<file path="src/rtl/swallow_pkg.sv">
package swallow_pkg;
  localparam int unsigned DEF_CNT_W = 7;

  typedef enum logic {
    MOD_SMALL = 1'b0,
    MOD_LARGE = 1'b1
  } mod_sel_e;
endpackage

</file>
<file path="src/rtl/swallow_down_cnt.sv">
module swallow_down_cnt #(
  parameter int unsigned CNT_W = swallow_pkg::DEF_CNT_W
) (
  input  logic             clk_i,
  input  logic             rst_ni,
  input  logic             load_i,
  input  logic [CNT_W-1:0] load_val_i,
  input  logic             cnt_en_i,
  output logic             borrow_o
);
  localparam logic [CNT_W-1:0] ZERO = '0;
  localparam logic [CNT_W-1:0] ONE  = CNT_W'(1);

  logic [CNT_W-1:0] cnt_q;

  assign borrow_o = (cnt_q == ZERO);

  always_ff @(posedge clk_i or negedge rst_ni) begin
    if (!rst_ni) begin
      cnt_q <= ZERO;
    end else if (load_i) begin
      cnt_q <= load_val_i;
    end else if (cnt_en_i && !borrow_o) begin
      cnt_q <= cnt_q - ONE;
    end
  end

  p_load_r2: assert property (@(posedge clk_i) disable iff (!rst_ni)
    load_i |=> cnt_q == $past(load_val_i));

  p_no_wrap_r6: assert property (@(posedge clk_i) disable iff (!rst_ni)
    (cnt_q == ZERO && !load_i) |=> cnt_q == ZERO);

  p_hold_r8: assert property (@(posedge clk_i) disable iff (!rst_ni)
    (!load_i && !cnt_en_i) |=> $stable(cnt_q));
endmodule

</file>
<file path="src/rtl/swallow_lockout.sv">
module swallow_lockout (
  input  logic clk_i,
  input  logic rst_ni,
  input  logic preset_i,
  input  logic pulse_i,
  input  logic borrow_i,
  output logic cnt_en_o,
  output logic locked_o
);
  logic locked_q;

  // clock-enable gate: closed while locked, preset takes priority
  assign cnt_en_o = pulse_i & ~locked_q & ~preset_i;
  assign locked_o = locked_q;

  always_ff @(posedge clk_i or negedge rst_ni) begin
    if (!rst_ni) begin
      locked_q <= 1'b1;
    end else if (preset_i) begin
      locked_q <= 1'b0;
    end else if (cnt_en_o && borrow_i) begin
      locked_q <= 1'b1;
    end
  end

  p_unlock_r2: assert property (@(posedge clk_i) disable iff (!rst_ni)
    preset_i |=> !locked_q);

  p_lock_set_r5: assert property (@(posedge clk_i) disable iff (!rst_ni)
    (!preset_i && pulse_i && !locked_q && borrow_i) |=> locked_q);

  p_lock_hold_r7: assert property (@(posedge clk_i) disable iff (!rst_ni)
    (locked_q && !preset_i) |=> locked_q);

  p_no_early_lock_r5: assert property (@(posedge clk_i) disable iff (!rst_ni)
    (!locked_q && !borrow_i) |=> !locked_q);
endmodule

</file>
<file path="src/rtl/swallow_mod_sel.sv">
module swallow_mod_sel
  import swallow_pkg::*;
(
  input  logic     locked_i,
  input  logic     preset_i,
  output mod_sel_e mod_o
);
  // small modulus forced during the preset strobe
  always_comb begin
    if (preset_i || locked_i) mod_o = MOD_SMALL;
    else                      mod_o = MOD_LARGE;
  end
endmodule

</file>
<file path="src/rtl/swallow_counter.sv">
module swallow_counter
  import swallow_pkg::*;
#(
  parameter int unsigned CNT_W = DEF_CNT_W
) (
  input  logic             clk_i,
  input  logic             rst_ni,
  input  logic             pulse_i,
  input  logic             preset_i,
  input  logic [CNT_W-1:0] preset_val_i,
  output logic             mod_hi_o,
  output logic             locked_o
);
  logic     borrow;
  logic     cnt_en;
  mod_sel_e mod_sel;

  swallow_down_cnt #(.CNT_W(CNT_W)) u_cnt (
    .clk_i      (clk_i),
    .rst_ni     (rst_ni),
    .load_i     (preset_i),
    .load_val_i (preset_val_i),
    .cnt_en_i   (cnt_en),
    .borrow_o   (borrow)
  );

  swallow_lockout u_lock (
    .clk_i    (clk_i),
    .rst_ni   (rst_ni),
    .preset_i (preset_i),
    .pulse_i  (pulse_i),
    .borrow_i (borrow),
    .cnt_en_o (cnt_en),
    .locked_o (locked_o)
  );

  swallow_mod_sel u_mod (
    .locked_i (locked_o),
    .preset_i (preset_i),
    .mod_o    (mod_sel)
  );

  assign mod_hi_o = (mod_sel == MOD_LARGE);

  p_preset_small_r3: assert property (@(posedge clk_i) disable iff (!rst_ni)
    preset_i |-> !mod_hi_o);

  p_locked_small_r7: assert property (@(posedge clk_i) disable iff (!rst_ni)
    locked_o |-> !mod_hi_o);

  p_preset_wins_r4: assert property (@(posedge clk_i) disable iff (!rst_ni)
    (preset_i && pulse_i) |=> (!locked_o && mod_hi_o) || preset_i);
endmodule

</file>
<file path="config.mk">
export PLATFORM = sky130hd
export DESIGN_NAME = swallow_counter
export DESIGN_NICKNAME = d
export VERILOG_FILES = /design/src/rtl/swallow_pkg.sv /design/src/rtl/swallow_down_cnt.sv /design/src/rtl/swallow_lockout.sv /design/src/rtl/swallow_mod_sel.sv /design/src/rtl/swallow_counter.sv
export SDC_FILE = /design/constraint.sdc
export NUM_CORES = 1
export LEC_CHECK = 0
export ABC_AREA = 1
export BUFFER_PORTS_ARGS = -buffer_cell sky130_fd_sc_hd__buf_4
export CORE_AREA = 2 2 39 41
export CTS_CLUSTER_DIAMETER = 100
export DETAILED_ROUTE_END_ITERATION = 10
export DIE_AREA = 0 0 41 43
export GPL_ROUTABILITY_DRIVEN = 0
export GPL_TIMING_DRIVEN = 0
export PLACE_DENSITY = 0.61
export RECOVER_POWER = 50
export SYNTH_ARGS = -nofsm -noshare
export SYNTH_HDL_FRONTEND = slang
export SYNTH_HIERARCHICAL = 1
export SYNTH_SLANG_ARGS = --single-unit
</file>
<file path="constraint.sdc">
create_clock -name clk_i -period 2.5 [get_ports clk_i]
set_input_delay 0 -clock clk_i [delete_from_list [all_inputs] [get_ports clk_i]]
set_output_delay 0 -clock clk_i [all_outputs]
set_load 0.1 [all_outputs]
</file>
Word-level counts from Yosys, hierarchy flattened

Cells that the tools add are included.

Flip-flop bits (word level): 8
Input bits: 11
Output and inout port bits: 2
Word-level logic and storage cells: 19

Add/sub/neg operators: 1
Mux-type cells: 5
Bitwise gates (word level): 4
Reductions and logical operators: 7

Operators by type and width:

| operator              | number |
|---|---|
| $mux W7               | 2 |
| $logic_not A7 Y1      | 1 |
| $sub A7 B1 Y7 const B | 1 |
| $reduce_bool A2 Y1    | 2 |
| $mux W1               | 3 |
| $and A1 B1 Y1         | 2 |
| $logic_and A1 B1 Y1   | 2 |
| $not A1 Y1            | 2 |
| $logic_not A1 Y1      | 1 |
| $logic_or A1 B1 Y1    | 1 |

Logic depth before layout (Yosys ltp)

Gate-level depths: netlist of the first run.

Word-level depth: 6
Mapped depth: 9
Depth with buffers taken out: 9

Modules after synthesis

Netlist of the first run, hierarchy kept.

Modules (own cells, without submodules):

| module           | times used | cells an instance | area each (µm²) | seq. area each (µm²) |
|---|---|---|---|---|
| swallow_down_cnt | 1          | 75                | 485.5           | 175.2 |
| swallow_lockout  | 1          | 6                 | 50.0            | 26.3 |
| swallow_mod_sel  | 1          | 1                 | 3.8             | 0.0 |

Least setup slack after synthesis of the first run

No wires, ideal clock.

Kind: register to output
Start: register u_lock.locked_q, in the netlist u_lock/locked_o
End: output port mod_hi_o
Data arrival time: 1.864 ns
Data required time: 2.500 ns
Slack: 0.636 ns
Cell stages (with the launch flop): 2
Buffers on the path: 0
Cells stage by stage: dfstp_2 nor2_1

Longest elaborated chain between the ends: 2

Ends and longest elaborated chain:

| element                | RTL line              | source |
|---|---|---|
| start, declared        | swallow_lockout.sv:10 | `logic locked_q;` |
| start signal, assigned | swallow_lockout.sv:18 | `locked_q <= 1'b1;` |
| start signal, assigned | swallow_lockout.sv:20 | `locked_q <= 1'b0;` |
| start signal, assigned | swallow_lockout.sv:22 | `locked_q <= 1'b1;` |
| $logic_or A1 B1 Y1     | swallow_mod_sel.sv:10 | `if (preset_i \|\| locked_i) mod_o = MOD_SMALL;` |
| $mux W1                | swallow_mod_sel.sv:10 |  |
| end, declared          | swallow_counter.sv:11 | `output logic mod_hi_o,` |

Every way passes these cells.

Worst setup path in the final report of the first run

Start: register u_cnt.cnt_q[0]
End: register u_lock.locked_q, in the netlist u_lock/locked_o

Longest elaborated chain between the ends: 3

Ends and longest elaborated chain:

| element                             | RTL line               | source |
|---|---|---|
| start, declared                     | swallow_down_cnt.sv:14 | `logic [CNT_W-1:0] cnt_q;` |
| start signal, assigned              | swallow_down_cnt.sv:22 | `cnt_q <= load_val_i;` |
| start signal, assigned              | swallow_down_cnt.sv:24 | `cnt_q <= cnt_q - ONE;` |
| $logic_not A7 Y1                    | swallow_down_cnt.sv:16 | `assign borrow_o = (cnt_q == ZERO);` |
| via borrow                          | swallow_counter.sv:14  | `logic borrow;` |
| $logic_and A1 B1 Y1                 | swallow_lockout.sv:21  | `end else if (cnt_en_o && borrow_i) begin` |
| $reduce_bool A2 Y1 (no source line) | -                      |  |

The timed path passes the listed nets, and every way through them passes these cells.
A chain may end at the register's enable or synchronous reset.

==> out/qor.yml, run 1 <==
tightest_slew_ns: 1.16
coreArea_um2: 1380
antenna_found_initial: 0
ys_ff_latch: 8
cp_slowest_cell: "dlygate4sd3_1"
max_cap_violations: 0
clk_latency_ns: 0.26
critPathTopFamily: "buffers and inverters"
htree_levels: 1
setup_viol: 0
reg2reg_depth: 7
layout.cells.non_filler: 119
power_frac_clock: 0.271
hold_path_depth: 5
die_x_um: 41
cts-root-buf: "clkbuf_4"
clock.fmax_mhz: 534
cts_max_path_buffers: 2
startpoint_type: "flip-flop"
avgRoutedWirePerCell_um: 10.4
critical_path_class: "flip-flop to flip-flop"
switchingPower_mw: 0.151
grt_pass1_wl_mm: 2.19
fin_tns_setup_ns: 0
crit_path_frequent_cell: "nand2_1"
nets: 116
hp-class: "input port to flip-flop"
finClkSkew_ns: 0.00819
portBuffers: 12
netlist-cell-type-count: 17
p_int_mw: 0.262
dieArea_um2: 1760
grt_max_degree: 11
numCtsBuffers: 3
hold_start: "preset_val_i[3]"
drc_errors: 0
core.rowCount: 14
antenna-diode-count: 0
worstPathCellList: "inv_1 -> ha_1 -> nand2_1 -> nor2_1 -> nand2_1 -> a21oi_2 -> dlygate4sd3_1"
final-hold-violation-count: 0
cts_post_setup_buffers_inserted: 0
io_pins: 13
crit_fanout: 6
tritoncts: "built"
rr_startpoint: "u_cnt/cnt_q[0]"
grt_remaining_overflow: 0
antenna_left: 0
netSwitchingFraction: 0.366
critical_path.startpoint: "u_cnt/cnt_q[0]"
max_stage_delay_ns: 0.56
worstPathRequired_ns: 2.69
drt_iter0_drc: 6
dp_cells: 110
seq_power_share: 0.400
grt.total_usage: 0.190
status: "finished, final reports clean"
post-route-period-util: 0.750
ys_seq_area_frac: 0.374
power_mw: 0.413
p_leak_nw: 0.378
die_h_um: 43
drv_slew: 0
arrival_ns: 2.07
drt_wl_total_mm: 1.24
power_density_nw_per_um2: 575
pwr-share-comb: 0.329
num_vias: 547
multi_input_area_um2: 285
max-vdd-ir-drop_mv: 0.245
syn-cell-area_um2: 539
grt_pass1_vias: 528
dp_hpwl_um: 854
min_period_ns: 1.87
max_slew_margin: 0.228
worst-path-buf-inv: 2
cp-end-kind: "flip-flop"
cp.depth: 7
start_util: 0.390
seqCellArea_um2: 201
vias_per_cell: 4.60
drive_gt1_frac: 0.204
synth_cells: 82
whs_ns: 0.0255
cts_sinks: 8
rsz0062_at_grt: "no"
first_pass_iters: 4
area_delta_synth_final_pct: 33.2
syn_avg_cell_area_um2: 6.58
clkTransAtPathRegs_ns: 0.07
syn_nets: 94
ys_warn_count: 6
fillers: 152
fin_util: 0.519
## Yosys cell counts, drive strengths merged
cell | instances | area, µm²
nand3 | 10 | 50.1
a21oi | 1 | 8.76
nand4 | 2 | 12.5
dfstp | 1 | 26.3
dfrtp | 7 | 175
nor2 | 11 | 46.3
inv | 13 | 48.8
nand2 | 27 | 111
ha | 1 | 12.5
clkbuf | 1 | 3.75
o21ai | 8 | 43.8
## placed cells by master (no fill, tap or decap), drive strengths merged
cell type / netlist / layout
buf: 0 / 10
dlygate4sd3: 0 / 5
o21ai: 8 / 8
nand4: 2 / 2
dfrtp: 7 / 7
nor2: 11 / 11
a21oi: 1 / 1
nand2: 27 / 27
dfstp: 1 / 1
nand3: 10 / 10
inv: 13 / 13
ha: 1 / 1
clkbuf: 1 / 7
## cells by family (layout without fill, tap and decap cells)
family / after synthesis / in the layout / synth area share
compound gates: 9 / 9 / 0.0974
simple gates: 50 / 50 / 0.408
flops: 8 / 8 / 0.374
buf+inv: 14 / 35 / 0.0974
fa+ha+maj: 1 / 1 / 0.0232
## timing repair
| item | in CTS | in global routing |
|---|---|---|
| hold buffers | 5 | 0 |
| resized for setup | 0 | 0 |
| hold endpoints to repair | 11 | 0 |
## flip-flops by register name, indices dropped and copies added (netlist names)
| name | count |
|---|---|
| u_lock/locked_o | 1 |
| u_cnt/cnt_q | 7 |
## stage by stage
stage	instance area (µm²)	setup WS, ns
global route	718	0.479
floorplan	539	0.636
detailed placement	649	1.01
finish	718	0.626
global placement	649	1.03
CTS	726	0.646
## layout make-up
class / instances / area share
well taps: 16 / 0.0279
plain buffers: 1 / 0.00523
flip-flops and latches: 8 / 0.280
multi-input cells: 60 / 0.397
repair buffers: 17 / 0.185
clock buffers: 4 / 0.0366
inverters: 13 / 0.0679
## power groups by stage
stage,clock [mW],combinational (mW),sequential (mW)
2_1_floorplan,0,0.0944,0.167
3_3_place_gp,0,0.129,0.167
3_5_place_dp,0,0.132,0.167
4_1_cts,0.117,0.138,0.165
5_1_grt,0.129,0.159,0.168
6_report,0.112,0.136,0.165
## routing by layer
metal,share of wire,GRT usage,up-vias
met4,0.012,0.140,0
met5,0,0,-
met1,0.44,0.232,232
met2,0.50,0.281,13
li1,-,-,300
met3,0.044,0.0314,2
## worst min-delay path, cell delays in order
cell     delay (ns)
buf_4          0.08
nand2_1        0.04
nand2_1        0.05
inv_1          0.03
o21ai_0        0.05
## final timing paths
kind / end / slack [ns]
worst min-delay path: u_cnt/cnt_q[3] / 0.03
worst max-delay path: u_lock/locked_o / 0.63
min in group asynchronous: u_cnt/cnt_q[3] / 0.20
worst min register to register: u_cnt/cnt_q[6] / 0.51
worst max register to register: u_lock/locked_o / 0.63
max in group asynchronous: u_lock/locked_o / 1.95
Note: power is estimated with default switching activity, not from simulation.
==> run 2: changes to the inputs <==
--- a/config.mk
+++ b/config.mk
@@ -13,7 +13,7 @@
 export DIE_AREA = 0 0 41 43
 export GPL_ROUTABILITY_DRIVEN = 0
 export GPL_TIMING_DRIVEN = 0
-export PLACE_DENSITY = 0.61
+export PLACE_DENSITY = 0.64
 export RECOVER_POWER = 50
 export SYNTH_ARGS = -nofsm -noshare
 export SYNTH_HDL_FRONTEND = slang
==> constraint.sdc (replaced) <==
create_clock -name clk_i -period 1.7 [get_ports clk_i]
set_input_delay 0 -clock clk_i [delete_from_list [all_inputs] [get_ports clk_i]]
set_output_delay 0 -clock clk_i [all_outputs]
set_load 0.1 [all_outputs]
==> out/qor.yml, run 2 (synthesized netlist as in run 1, its figures left out) <==
drv_slew: 0
antenna-diode-count: 0
grt_remaining_overflow: 0
seq_power_share: 0.394
arrival_ns: 1.67
min_period_ns: 1.52
avgRoutedWirePerCell_um: 10.3
ff2ff_setup_slack_ns: 0.18
dp_hpwl_um: 904
design_area_um2: 722
post_dp_cell_area_um2: 652
antenna_left: 0
crit_fanout: 8
netSwitchingFraction: 0.373
rr_startpoint: "u_cnt/cnt_q[0]"
numCtsBuffers: 3
nets: 116
start_util: 0.390
p_leak_nw: 0.378
cts_post_setup_buffers_inserted: 0
antenna_found_initial: 0
coreArea_um2: 1380
startpoint_type: "flip-flop"
clk_latency_ns: 0.26
cp.depth: 9
reg2reg_depth: 9
core.rowCount: 14
dieArea_um2: 1760
setup_viol: 0
grt_max_degree: 11
worstPathRequired_ns: 1.85
largest_register_ffs: 7
worst-path-buf-inv: 1
first_pass_iters: 4
endpoint: "u_cnt/cnt_q[4]"
critPathTopFamily: "simple AND/OR/NAND/NOR gates"
r2r_end: "u_cnt/cnt_q[4]"
drive_gt1_frac: 0.223
drt_iter0_drc: 17
cts_sinks: 8
worstPathCellList: "inv_1 -> ha_1 -> nand2_1 -> nor2_1 -> nand2_1 -> nand2_2 -> nand2_4 -> nand2_1 -> o21ai_1"
p_int_mw: 0.386
status: "finished, final reports clean"
cp_slowest_cell: "dfrtp_1"
die_x_um: 41
seqCellArea_um2: 201
layout_common_cells: "nand2_1 (25), inv_1 (12), buf_4 (10), nand3_1 (10), nor2_1 (8)"
rsz0062_at_grt: "no"
grt_pass1_vias: 498
clock.fmax_mhz: 657
max_slew_margin: 0.643
area_delta_synth_final_pct: 33.9
max_stage_delay_ns: 0.37
cts_max_path_buffers: 2
io_pins: 13
top_register: "u_cnt/cnt_q"
die_h_um: 43
hp-class: "input port to flip-flop"
cp-end-kind: "flip-flop"
critical_path_class: "flip-flop to flip-flop"
finClkSkew_ns: 0.00261
grt_pass1_wl_mm: 1.96
clkTransAtPathRegs_ns: 0.06
critical_path.startpoint: "u_cnt/cnt_q[0]"
htree_levels: 1
multi_input_area_um2: 288
max_cap_violations: 0
max-vdd-ir-drop_mv: 0.390
vias_per_cell: 4.72
crit_path_frequent_cell: "nand2_1"
fin_tns_setup_ns: 0
grt.total_usage: 0.170
post-route-period-util: 0.896
drc_errors: 0
power_density_nw_per_um2: 852
layout_commonest_cell: "nand2_1"
tritoncts: "built"
fin_util: 0.522
portBuffers: 12
drt_wl_total_mm: 1.23
pwr-share-comb: 0.329
fillers: 154
power_mw: 0.615
power_frac_clock: 0.277
switchingPower_mw: 0.229
num_vias: 562
cts-root-buf: "clkbuf_4"
final-hold-violation-count: 0
tightest_slew_ns: 0.538
-- run 2: cell counts in the layout (fill, tap and decap cells not counted) --
Identical to the previous run, type by type.
-- run 2: per-layer routing --
metal	part of all wire	vias up	wire (µm)	GRT usage
li1	-	301	-	-
met1	0.44	245	545	0.192
met2	0.50	14	609	0.259
met3	0.050	2	61	0.0314
met4	0.011	0	14	0.140
met5	0	-	0	0
-- run 2: how the worst min path moves through the flow --
| stage | depth (start not counted) | start | end | slack, ns |
|---|---|---|---|---|
| finish | 5 | preset_val_i[3] | u_cnt/cnt_q[3] | 0.03 |
| global route | 5 | preset_val_i[3] | u_cnt/cnt_q[3] | 0.04 |
| CTS | 5 | preset_val_i[3] | u_cnt/cnt_q[3] | 0.02 |
| detailed placement | 1 | rst_ni | u_cnt/cnt_q[4] | -0.18 |
| global placement | 1 | rst_ni | u_cnt/cnt_q[6] | -0.17 |
| floorplan | 0 | rst_ni | u_cnt/cnt_q[0] | -0.30 |
-- run 2: through the flow --
stage	setup WS (ns)	hold WS (ns)	instances
finish	0.177	0.0306	119
global route	0.0183	0.0446	119
CTS	0.184	0.0238	119
detailed placement	0.209	-0.175	110
global placement	0.219	-0.174	110
floorplan	0.235	-0.296	82
-- run 2: timing repair --
item,4_1_cts,5_1_grt
resized for setup,0,0
hold buffers,5,0
hold endpoints to repair,11,0
-- run 2: cell type report --
class,count,area share
timing repair buffer,17,0.185
clock buffer,4,0.0364
multi-input combinational,60,0.399
buffer,1,0.00520
sequential,8,0.279
tap,16,0.0277
inverter,13,0.0676
-- run 2: power groups by stage --
stage	clock, mW	combinational (mW)	sequential, mW
2_1_floorplan	0	0.139	0.246
3_3_place_gp	0	0.189	0.245
3_5_place_dp	0	0.194	0.246
4_1_cts	0.176	0.204	0.243
5_1_grt	0.185	0.230	0.247
6_report	0.170	0.202	0.242
-- run 2: worst register-to-register path, cell delays in order (launching register included) --
cell	delay, ns
dfrtp_1	0.37
inv_1	0.17
ha_1	0.28
nand2_1	0.10
nor2_1	0.10
nand2_1	0.07
nand2_2	0.09
nand2_4	0.09
nand2_1	0.08
o21ai_1	0.06
